### config.mk
export PLATFORM = sky130hd
export DESIGN_NAME = atc_port
export DESIGN_NICKNAME = d
export VERILOG_FILES = /design/src/rtl/atc_pkg.sv /design/src/rtl/atc_flipflop.sv /design/src/rtl/atc_regbank.sv /design/src/rtl/atc_rdmux.sv /design/src/rtl/atc_port.sv
export SDC_FILE = /design/constraint.sdc
export NUM_CORES = 1
export LEC_CHECK = 0
export BUFFER_PORTS_ARGS = -buffer_cell sky130_fd_sc_hd__buf_2
export CAP_MARGIN = 10
export CORE_AREA = 4 4 155 157
export CTS_BUF_LIST = sky130_fd_sc_hd__clkbuf_8
export CTS_CLUSTER_DIAMETER = 120
export DETAILED_ROUTE_END_ITERATION = 12
export DIE_AREA = 0 0 159 161
export PLACE_DENSITY = 0.51
export SKIP_LAST_GASP = 1
export SLEW_MARGIN = 20
export SYNTH_ARGS = -nofsm -noshare
export SYNTH_HDL_FRONTEND = slang
export SYNTH_SLANG_ARGS = --single-unit
export TNS_END_PERCENT = 30
### constraint.sdc
create_clock -name clk_i -period 1.8 [get_ports clk_i]
set_input_delay 0.18 -clock clk_i [delete_from_list [all_inputs] [get_ports clk_i]]
set_output_delay 0.18 -clock clk_i [all_outputs]
set_load 0.005 [all_outputs]
### src/rtl/atc_pkg.sv
package atc_pkg;
  localparam int unsigned DW      = 8;
  localparam int unsigned PAL_N   = 16;
  localparam int unsigned PAL_W   = 6;
  localparam int unsigned CTRL_N  = 5;
  localparam int unsigned SEL_W   = 5;
  localparam int unsigned REG_N   = PAL_N + CTRL_N;
  // control register order as seen from the select field
  localparam int unsigned C_MODE  = 0;
  localparam int unsigned C_OVSC  = 1;
  localparam int unsigned C_PLANE = 2;
  localparam int unsigned C_HPAN  = 3;
  localparam int unsigned C_CSEL  = 4;
endpackage

### src/rtl/atc_flipflop.sv
module atc_flipflop #(
  parameter int unsigned SEL_W = atc_pkg::SEL_W
) (
  input  logic             clk_i,
  input  logic             rst_ni,
  input  logic             wr_i,
  input  logic [SEL_W:0]   wr_data_i,
  input  logic             status_rd_i,
  input  logic             data_rd_i,
  output logic             data_phase_o,
  output logic [SEL_W:0]   index_o,
  output logic             data_wr_o
);
  logic           phase_q;
  logic [SEL_W:0] idx_q;

  always_ff @(posedge clk_i or negedge rst_ni) begin
    if (!rst_ni) begin
      phase_q <= 1'b0;
      idx_q   <= '0;
    end else begin
      if (wr_i && !phase_q) idx_q <= wr_data_i;
      if (status_rd_i)      phase_q <= 1'b0;
      else if (wr_i)        phase_q <= ~phase_q;
    end
  end

  assign data_phase_o = phase_q;
  assign index_o      = idx_q;
  assign data_wr_o    = wr_i && phase_q;

  a_r4_status_clears: assert property (@(posedge clk_i) disable iff (!rst_ni)
    status_rd_i |=> !data_phase_o);
  a_r2_index_then_data: assert property (@(posedge clk_i) disable iff (!rst_ni)
    (wr_i && !data_phase_o && !status_rd_i) |=> (data_phase_o && index_o == $past(wr_data_i)));
  a_r3_data_then_index: assert property (@(posedge clk_i) disable iff (!rst_ni)
    (wr_i && data_phase_o) |=> (!data_phase_o && $stable(index_o)));
  a_r6_read_keeps_phase: assert property (@(posedge clk_i) disable iff (!rst_ni)
    (data_rd_i && !wr_i && !status_rd_i) |=> $stable(data_phase_o));
endmodule

### src/rtl/atc_regbank.sv
module atc_regbank #(
  parameter int unsigned DW     = atc_pkg::DW,
  parameter int unsigned PAL_N  = atc_pkg::PAL_N,
  parameter int unsigned PAL_W  = atc_pkg::PAL_W,
  parameter int unsigned CTRL_N = atc_pkg::CTRL_N,
  parameter int unsigned SEL_W  = atc_pkg::SEL_W
) (
  input  logic                           clk_i,
  input  logic                           rst_ni,
  input  logic                           we_i,
  input  logic [SEL_W-1:0]               sel_i,
  input  logic                           pal_src_i,
  input  logic [DW-1:0]                  wd_i,
  output logic [PAL_N-1:0][PAL_W-1:0]    pal_o,
  output logic [CTRL_N-1:0][DW-1:0]      ctrl_o
);
  for (genvar i = 0; i < PAL_N; i++) begin : g_pal
    logic             en;
    logic [PAL_W-1:0] q;
    assign en = we_i && !pal_src_i && (sel_i == SEL_W'(i));
    always_ff @(posedge clk_i or negedge rst_ni) begin
      if (!rst_ni)  q <= '0;
      else if (en)  q <= wd_i[PAL_W-1:0];
    end
    assign pal_o[i] = q;

    a_r8_pal_blocked: assert property (@(posedge clk_i) disable iff (!rst_ni)
      (we_i && pal_src_i && sel_i == SEL_W'(i)) |=> $stable(pal_o[i]));
  end

  for (genvar j = 0; j < CTRL_N; j++) begin : g_ctrl
    logic          en;
    logic [DW-1:0] q;
    assign en = we_i && (sel_i == SEL_W'(PAL_N + j));
    always_ff @(posedge clk_i or negedge rst_ni) begin
      if (!rst_ni)  q <= '0;
      else if (en)  q <= wd_i;
    end
    assign ctrl_o[j] = q;
  end
endmodule

### src/rtl/atc_rdmux.sv
module atc_rdmux #(
  parameter int unsigned DW     = atc_pkg::DW,
  parameter int unsigned PAL_N  = atc_pkg::PAL_N,
  parameter int unsigned PAL_W  = atc_pkg::PAL_W,
  parameter int unsigned CTRL_N = atc_pkg::CTRL_N,
  parameter int unsigned SEL_W  = atc_pkg::SEL_W
) (
  input  logic                         clk_i,
  input  logic                         rst_ni,
  input  logic                         rd_en_i,
  input  logic [SEL_W-1:0]             sel_i,
  input  logic                         pal_src_i,
  input  logic [PAL_N-1:0][PAL_W-1:0]  pal_i,
  input  logic [CTRL_N-1:0][DW-1:0]    ctrl_i,
  output logic [DW-1:0]                rd_data_o
);
  localparam int unsigned PW = $clog2(PAL_N);
  localparam int unsigned CW = (CTRL_N > 1) ? $clog2(CTRL_N) : 1;

  logic          is_pal, is_ctrl;
  logic [CW-1:0] cidx;

  assign is_pal  = sel_i < SEL_W'(PAL_N);
  assign is_ctrl = !is_pal && (sel_i < SEL_W'(PAL_N + CTRL_N));
  assign cidx    = CW'(sel_i - SEL_W'(PAL_N));

  always_comb begin
    rd_data_o = '0;
    if (rd_en_i) begin
      if (is_pal && !pal_src_i) rd_data_o = DW'(pal_i[sel_i[PW-1:0]]);
      else if (is_ctrl)         rd_data_o = ctrl_i[cidx];
    end
  end

  a_r7_pal_upper_zero: assert property (@(posedge clk_i) disable iff (!rst_ni)
    (rd_en_i && is_pal) |-> rd_data_o[DW-1:PAL_W] == '0);
  a_r5_idle_zero: assert property (@(posedge clk_i) disable iff (!rst_ni)
    !rd_en_i |-> rd_data_o == '0);
endmodule

### src/rtl/atc_port.sv
module atc_port #(
  parameter int unsigned DW     = atc_pkg::DW,
  parameter int unsigned PAL_N  = atc_pkg::PAL_N,
  parameter int unsigned PAL_W  = atc_pkg::PAL_W,
  parameter int unsigned CTRL_N = atc_pkg::CTRL_N,
  parameter int unsigned SEL_W  = atc_pkg::SEL_W
) (
  input  logic            clk_i,
  input  logic            rst_ni,
  input  logic            attr_wr_i,
  input  logic [DW-1:0]   attr_wdata_i,
  input  logic            data_rd_i,
  input  logic            status_rd_i,
  output logic [DW-1:0]   rdata_o,
  output logic [SEL_W:0]  index_o,
  output logic            data_phase_o,
  output logic            pal_src_o,
  output logic [DW-1:0]   mode_o,
  output logic [DW-1:0]   overscan_o,
  output logic [DW-1:0]   plane_en_o,
  output logic [DW-1:0]   hpan_o,
  output logic [DW-1:0]   csel_o
);
  import atc_pkg::*;

  logic                        data_wr;
  logic [SEL_W:0]              idx;
  logic [PAL_N-1:0][PAL_W-1:0] pal;
  logic [CTRL_N-1:0][DW-1:0]   ctrl;

  atc_flipflop #(.SEL_W(SEL_W)) u_ff (
    .clk_i(clk_i), .rst_ni(rst_ni), .wr_i(attr_wr_i),
    .wr_data_i(attr_wdata_i[SEL_W:0]), .status_rd_i(status_rd_i),
    .data_rd_i(data_rd_i), .data_phase_o(data_phase_o),
    .index_o(idx), .data_wr_o(data_wr)
  );

  atc_regbank #(.DW(DW), .PAL_N(PAL_N), .PAL_W(PAL_W), .CTRL_N(CTRL_N), .SEL_W(SEL_W)) u_bank (
    .clk_i(clk_i), .rst_ni(rst_ni), .we_i(data_wr), .sel_i(idx[SEL_W-1:0]),
    .pal_src_i(idx[SEL_W]), .wd_i(attr_wdata_i), .pal_o(pal), .ctrl_o(ctrl)
  );

  atc_rdmux #(.DW(DW), .PAL_N(PAL_N), .PAL_W(PAL_W), .CTRL_N(CTRL_N), .SEL_W(SEL_W)) u_rd (
    .clk_i(clk_i), .rst_ni(rst_ni), .rd_en_i(data_rd_i), .sel_i(idx[SEL_W-1:0]),
    .pal_src_i(idx[SEL_W]), .pal_i(pal), .ctrl_i(ctrl), .rd_data_o(rdata_o)
  );

  assign index_o    = idx;
  assign pal_src_o  = idx[SEL_W];
  assign mode_o     = ctrl[C_MODE];
  assign overscan_o = ctrl[C_OVSC];
  assign plane_en_o = ctrl[C_PLANE];
  assign hpan_o     = ctrl[C_HPAN];
  assign csel_o     = ctrl[C_CSEL];

  a_r10_src_follows_index: assert property (@(posedge clk_i) disable iff (!rst_ni)
    (attr_wr_i && !data_phase_o) |=> pal_src_o == $past(attr_wdata_i[SEL_W]));
endmodule

==> out/metrics.json <==
{
  "outcome": {
    "outcome": "complete, but fails checks",
    "failing_checks": "setup timing"
  },
  "synthesis": {
    "netlist-cell-type-count": 35,
    "postSynthCellCount": 442,
    "synth_nets": 455,
    "post_synth_arst_share_pct": 100,
    "synth_enable_flop_cells": 0,
    "synth.yosys.seq_area_share_pct": 53.6,
    "synthFlopType": "sky130_fd_sc_hd__dfrtp_1",
    "post-synth-top-area-cell": "sky130_fd_sc_hd__dfrtp_1",
    "postSynthRegisterBits": 143,
    "post_synth_most_frequent_cells": "sky130_fd_sc_hd__mux2_2 (147), sky130_fd_sc_hd__dfrtp_1 (143), sky130_fd_sc_hd__mux4_2 (26)",
    "netlist_top_cells_area": "sky130_fd_sc_hd__dfrtp_1 (54%), sky130_fd_sc_hd__mux2_2 (25%), sky130_fd_sc_hd__mux4_2 (8.8%)",
    "share_of_the_synthesized_area_in_the_top_cell_type_pct": 53.6,
    "post_synth_design_cell_area_sq_um": 6670,
    "synth.most_common_cell": "sky130_fd_sc_hd__mux2_2",
    "synth.avg_cell_area_sq_um": 15.1,
    "yosysWarningCount": 0
  },
  "cts": {
    "clkSlewWorstSetupHoldPaths_ns": 0.08,
    "max-clock-path-buffers": 2,
    "clock-sinks": 143,
    "cts_tree": "yes",
    "clock_insertion_delay_worst_skew_ns": 0.46,
    "cts-buffers-inserted": 17,
    "clockRootBuffer": "sky130_fd_sc_hd__clkbuf_8",
    "clock_tree.htree_level_count": 4
  },
  "timing": {
    "setup_viol_count_final": 110,
    "timing_max_transition_violations_final": 0,
    "period_minus_slack_ns": 2.49,
    "clock.fmax_mhz": 401,
    "setup_ws_ns": -0.695,
    "timing.hold.ws_ns": 0.108,
    "maxSlewHeadroom_pct": 62.8,
    "setup_repair_after_global_routing_missed_its_margin": "true",
    "report.final.hold_viol_count": 0,
    "clock-skew-final_ns": 0.0154,
    "post-route-period-util_pct": 139,
    "timing_worst_slew_pin_value_ns": 0.557
  },
  "critical_path": {
    "critPathBufInv": 2,
    "critical_path.reg2reg.startpoint": "u_ff.index_o[0]$_DFFE_PN0P_",
    "cp_startpoint_kind": "flip-flop",
    "cp-end-kind": "output pin",
    "cp_data_arrival_time_ns": 2.31,
    "reg2reg_slack_ns": -0.14,
    "critPathTopFamily": "multiplexers",
    "critPathKind": "flip-flop to output pin",
    "setup.worst_path.end": "rdata_o[3]",
    "worst_r2r_endpoint": "u_bank.g_pal[10].q[4]$_DFFE_PN0P_",
    "worstPathMaxFanout": 8,
    "reg2reg_depth": 7,
    "timing.critical_path.slowest_stage_cell": "sky130_fd_sc_hd__mux4_2",
    "startpoint": "u_ff.index_o[0]$_DFFE_PN0P_",
    "critical_path_cell_count": 6,
    "wp_data_required_ns": 1.62,
    "critical_path.cell_chain": "buf_12 > mux4_2 > mux2_4 > o22ai_4 > o22ai_2 > buf_2",
    "critPathMaxStageDelay_ns": 0.50
  },
  "power": {
    "cellInternalPower_w": 0.00618,
    "comb_power_share_pct": 23.9,
    "clock_power_share_pct": 30.8,
    "total_leakage_power_nw": 4.21,
    "finalPower_w": 0.00880,
    "power.share.switching_pct": 29.8,
    "p_switching_w": 0.00262,
    "power-per-cell-area_nw_per_um2": 1010,
    "power_frac_seq_pct": 45.4,
    "worst_ir_drop_vdd_mv": 0.415
  },
  "drt": {
    "dr.max_layer_used": "met4",
    "m1WireLength_um": 7650,
    "detail_route.first_pass.iterations": 5,
    "detailroute.wirelength.met2_um": 8920,
    "num_vias": 4277,
    "wl_per_cell_um": 20.1,
    "via_per_inst": 4.92,
    "drc": 0,
    "dr.first_iter.drc_count": 242,
    "route.final.wire_length_um": 17500,
    "final_antenna_net_count": 0,
    "met3_length_um": 652
  },
  "die": {
    "die_w_um": 159,
    "die_height_um": 161,
    "core_sq_um": 22500,
    "starting_density_of_the_core_pct": 29.6,
    "fp-row-count": 55,
    "ioPinCount": 69,
    "die-area_sq_um": 25600
  },
  "global_routing": {
    "grt_max_degree": 59,
    "antenna_found_initial": 0,
    "first_global_vias": 4757,
    "gr-total-overflow": 0,
    "groute.usage.overall_pct": 14.2,
    "grt_pass1_wl_um": 28400
  },
  "job": {
    "maxCapViolations": 0
  },
  "cells_and_area": {
    "final-instance-count-excl-fill": 870,
    "drive_above_1_share_pct": 64.8,
    "layout_area_growth_over_synthesis_pct": 30.0,
    "number_of_diodes": 0,
    "finish.net_count": 585
  },
  "placement": {
    "port_buffers": 68,
    "gp_routability_congestion": 0.753,
    "place_inst": 821,
    "place_hpwl_um": 12000
  },
  "hold_path": {
    "hp-class": "input port to flip-flop"
  }
}
==> layout by cell type, fill, tap and decap left out, types with 3 or more instances in the layout <==
cell	n
sky130_fd_sc_hd__clkinv_4	3
sky130_fd_sc_hd__a22oi_1	6
sky130_fd_sc_hd__inv_6	6
sky130_fd_sc_hd__nand2_1	8
sky130_fd_sc_hd__mux2_2	128
sky130_fd_sc_hd__dlygate4sd3_1	4
sky130_fd_sc_hd__o22ai_4	3
sky130_fd_sc_hd__buf_4	51
sky130_fd_sc_hd__nor2_1	8
sky130_fd_sc_hd__mux2_4	19
sky130_fd_sc_hd__dfrtp_1	141
sky130_fd_sc_hd__buf_12	12
sky130_fd_sc_hd__o22ai_2	6
sky130_fd_sc_hd__clkbuf_8	17
sky130_fd_sc_hd__nand2b_4	3
sky130_fd_sc_hd__o22ai_1	3
sky130_fd_sc_hd__buf_6	9
sky130_fd_sc_hd__mux4_2	26
sky130_fd_sc_hd__mux2i_1	20
sky130_fd_sc_hd__buf_2	67
sky130_fd_sc_hd__nand2b_1	3
==> state kept, by name (all words and copies together) (netlist names) <==
| name | count |
|---|---|
| u_ff.index_o | 6 |
| u_ff.data_phase_o | 1 |
| u_bank.g_ctrl.q | 40 |
| u_bank.g_pal.q | 96 |
==> tightest hold or removal path, cell delays in order <==
cell	delay, ns
sky130_fd_sc_hd__buf_2	0.09
sky130_fd_sc_hd__buf_4	0.11
sky130_fd_sc_hd__xnor2_1	0.06
sky130_fd_sc_hd__nor2_1	0.07
==> logic make-up after synthesis <==
kind of cell	after synthesis	share of synthesized area, %
DFF	143	53.6
and+or+nand+nor	51	5.12
AOI/OAI and AO/OA	19	1.88
xor gates and xnor gates	1	0.131
muxes	194	36.8
buffers and inverters	34	2.46
==> power by group through the flow <==
stage | Combinational, W | Clock, W | Sequential, W
finish | 0.00210 | 0.00271 | 0.00399
CTS | 0.00200 | 0.00281 | 0.00399
floorplan | 0.00114 | 0 | 0.00396
global route | 0.00227 | 0.00295 | 0.00406
global placement | 0.00179 | 0 | 0.00405
detailed placement | 0.00183 | 0 | 0.00407
==> area by class of cell <==
class                      count  area (sq um)
clock buffer                  17           234
tap                          285           357
timing repair buffer         145          1150
fill                        2137         13800
clock inverter                15           194
sequential                   143          3580
multi-input combinational    265          3150
==> worst min-delay path by stage <==
stage / from / to / slack, ns / depth (start not counted)
2_1_floorplan: rst_ni / u_bank.g_ctrl[0].q[0]$_DFFE_PN0P_ / -0.12 / 0
3_3_place_gp: rst_ni / u_bank.g_ctrl[4].q[2]$_DFFE_PN0P_ / 0.19 / 1
3_5_place_dp: rst_ni / u_bank.g_ctrl[4].q[2]$_DFFE_PN0P_ / 0.19 / 1
4_1_cts: attr_wr_i / u_ff.data_phase_o$_DFFE_PN0P_ / 0.08 / 4
5_1_grt: attr_wr_i / u_ff.data_phase_o$_DFFE_PN0P_ / 0.11 / 4
6_report: attr_wr_i / u_ff.data_phase_o$_DFFE_PN0P_ / 0.11 / 4
==> per-layer routing <==
layer / track usage, % / vias to the layer above
met3: 3.44 / 18
met2: 24.1 / 92
li1: - / 1907
met5: 0 / -
met1: 18.1 / 2260
met4: 4.34 / 0
==> stage by stage <==
stage                     utilization [%]  setup slack (ns)  TNS, ns  instance area [sq um]
after floorplan                         -            -0.124    -4.09                   6730
after global placement               34.7            -0.439   -21.91                   7800
after CTS                            37.6            -0.742   -15.18                   8470
after global routing                 38.5            -0.781   -20.02                   8670
after detailed placement             34.7            -0.470   -25.48                   7800
final                                38.5            -0.695   -13.11                   8670
==> timing repair <==
item	4_1_cts	5_1_grt
hold buffers	4	0
resized for setup	31	27
buffers inserted	5	7
gates cloned	1	1
endpoints found under the setup margin	145	139
hold endpoints to repair	63	0
pin swaps	5	7
No activity file was read; power rests on OpenSTA's default activity.
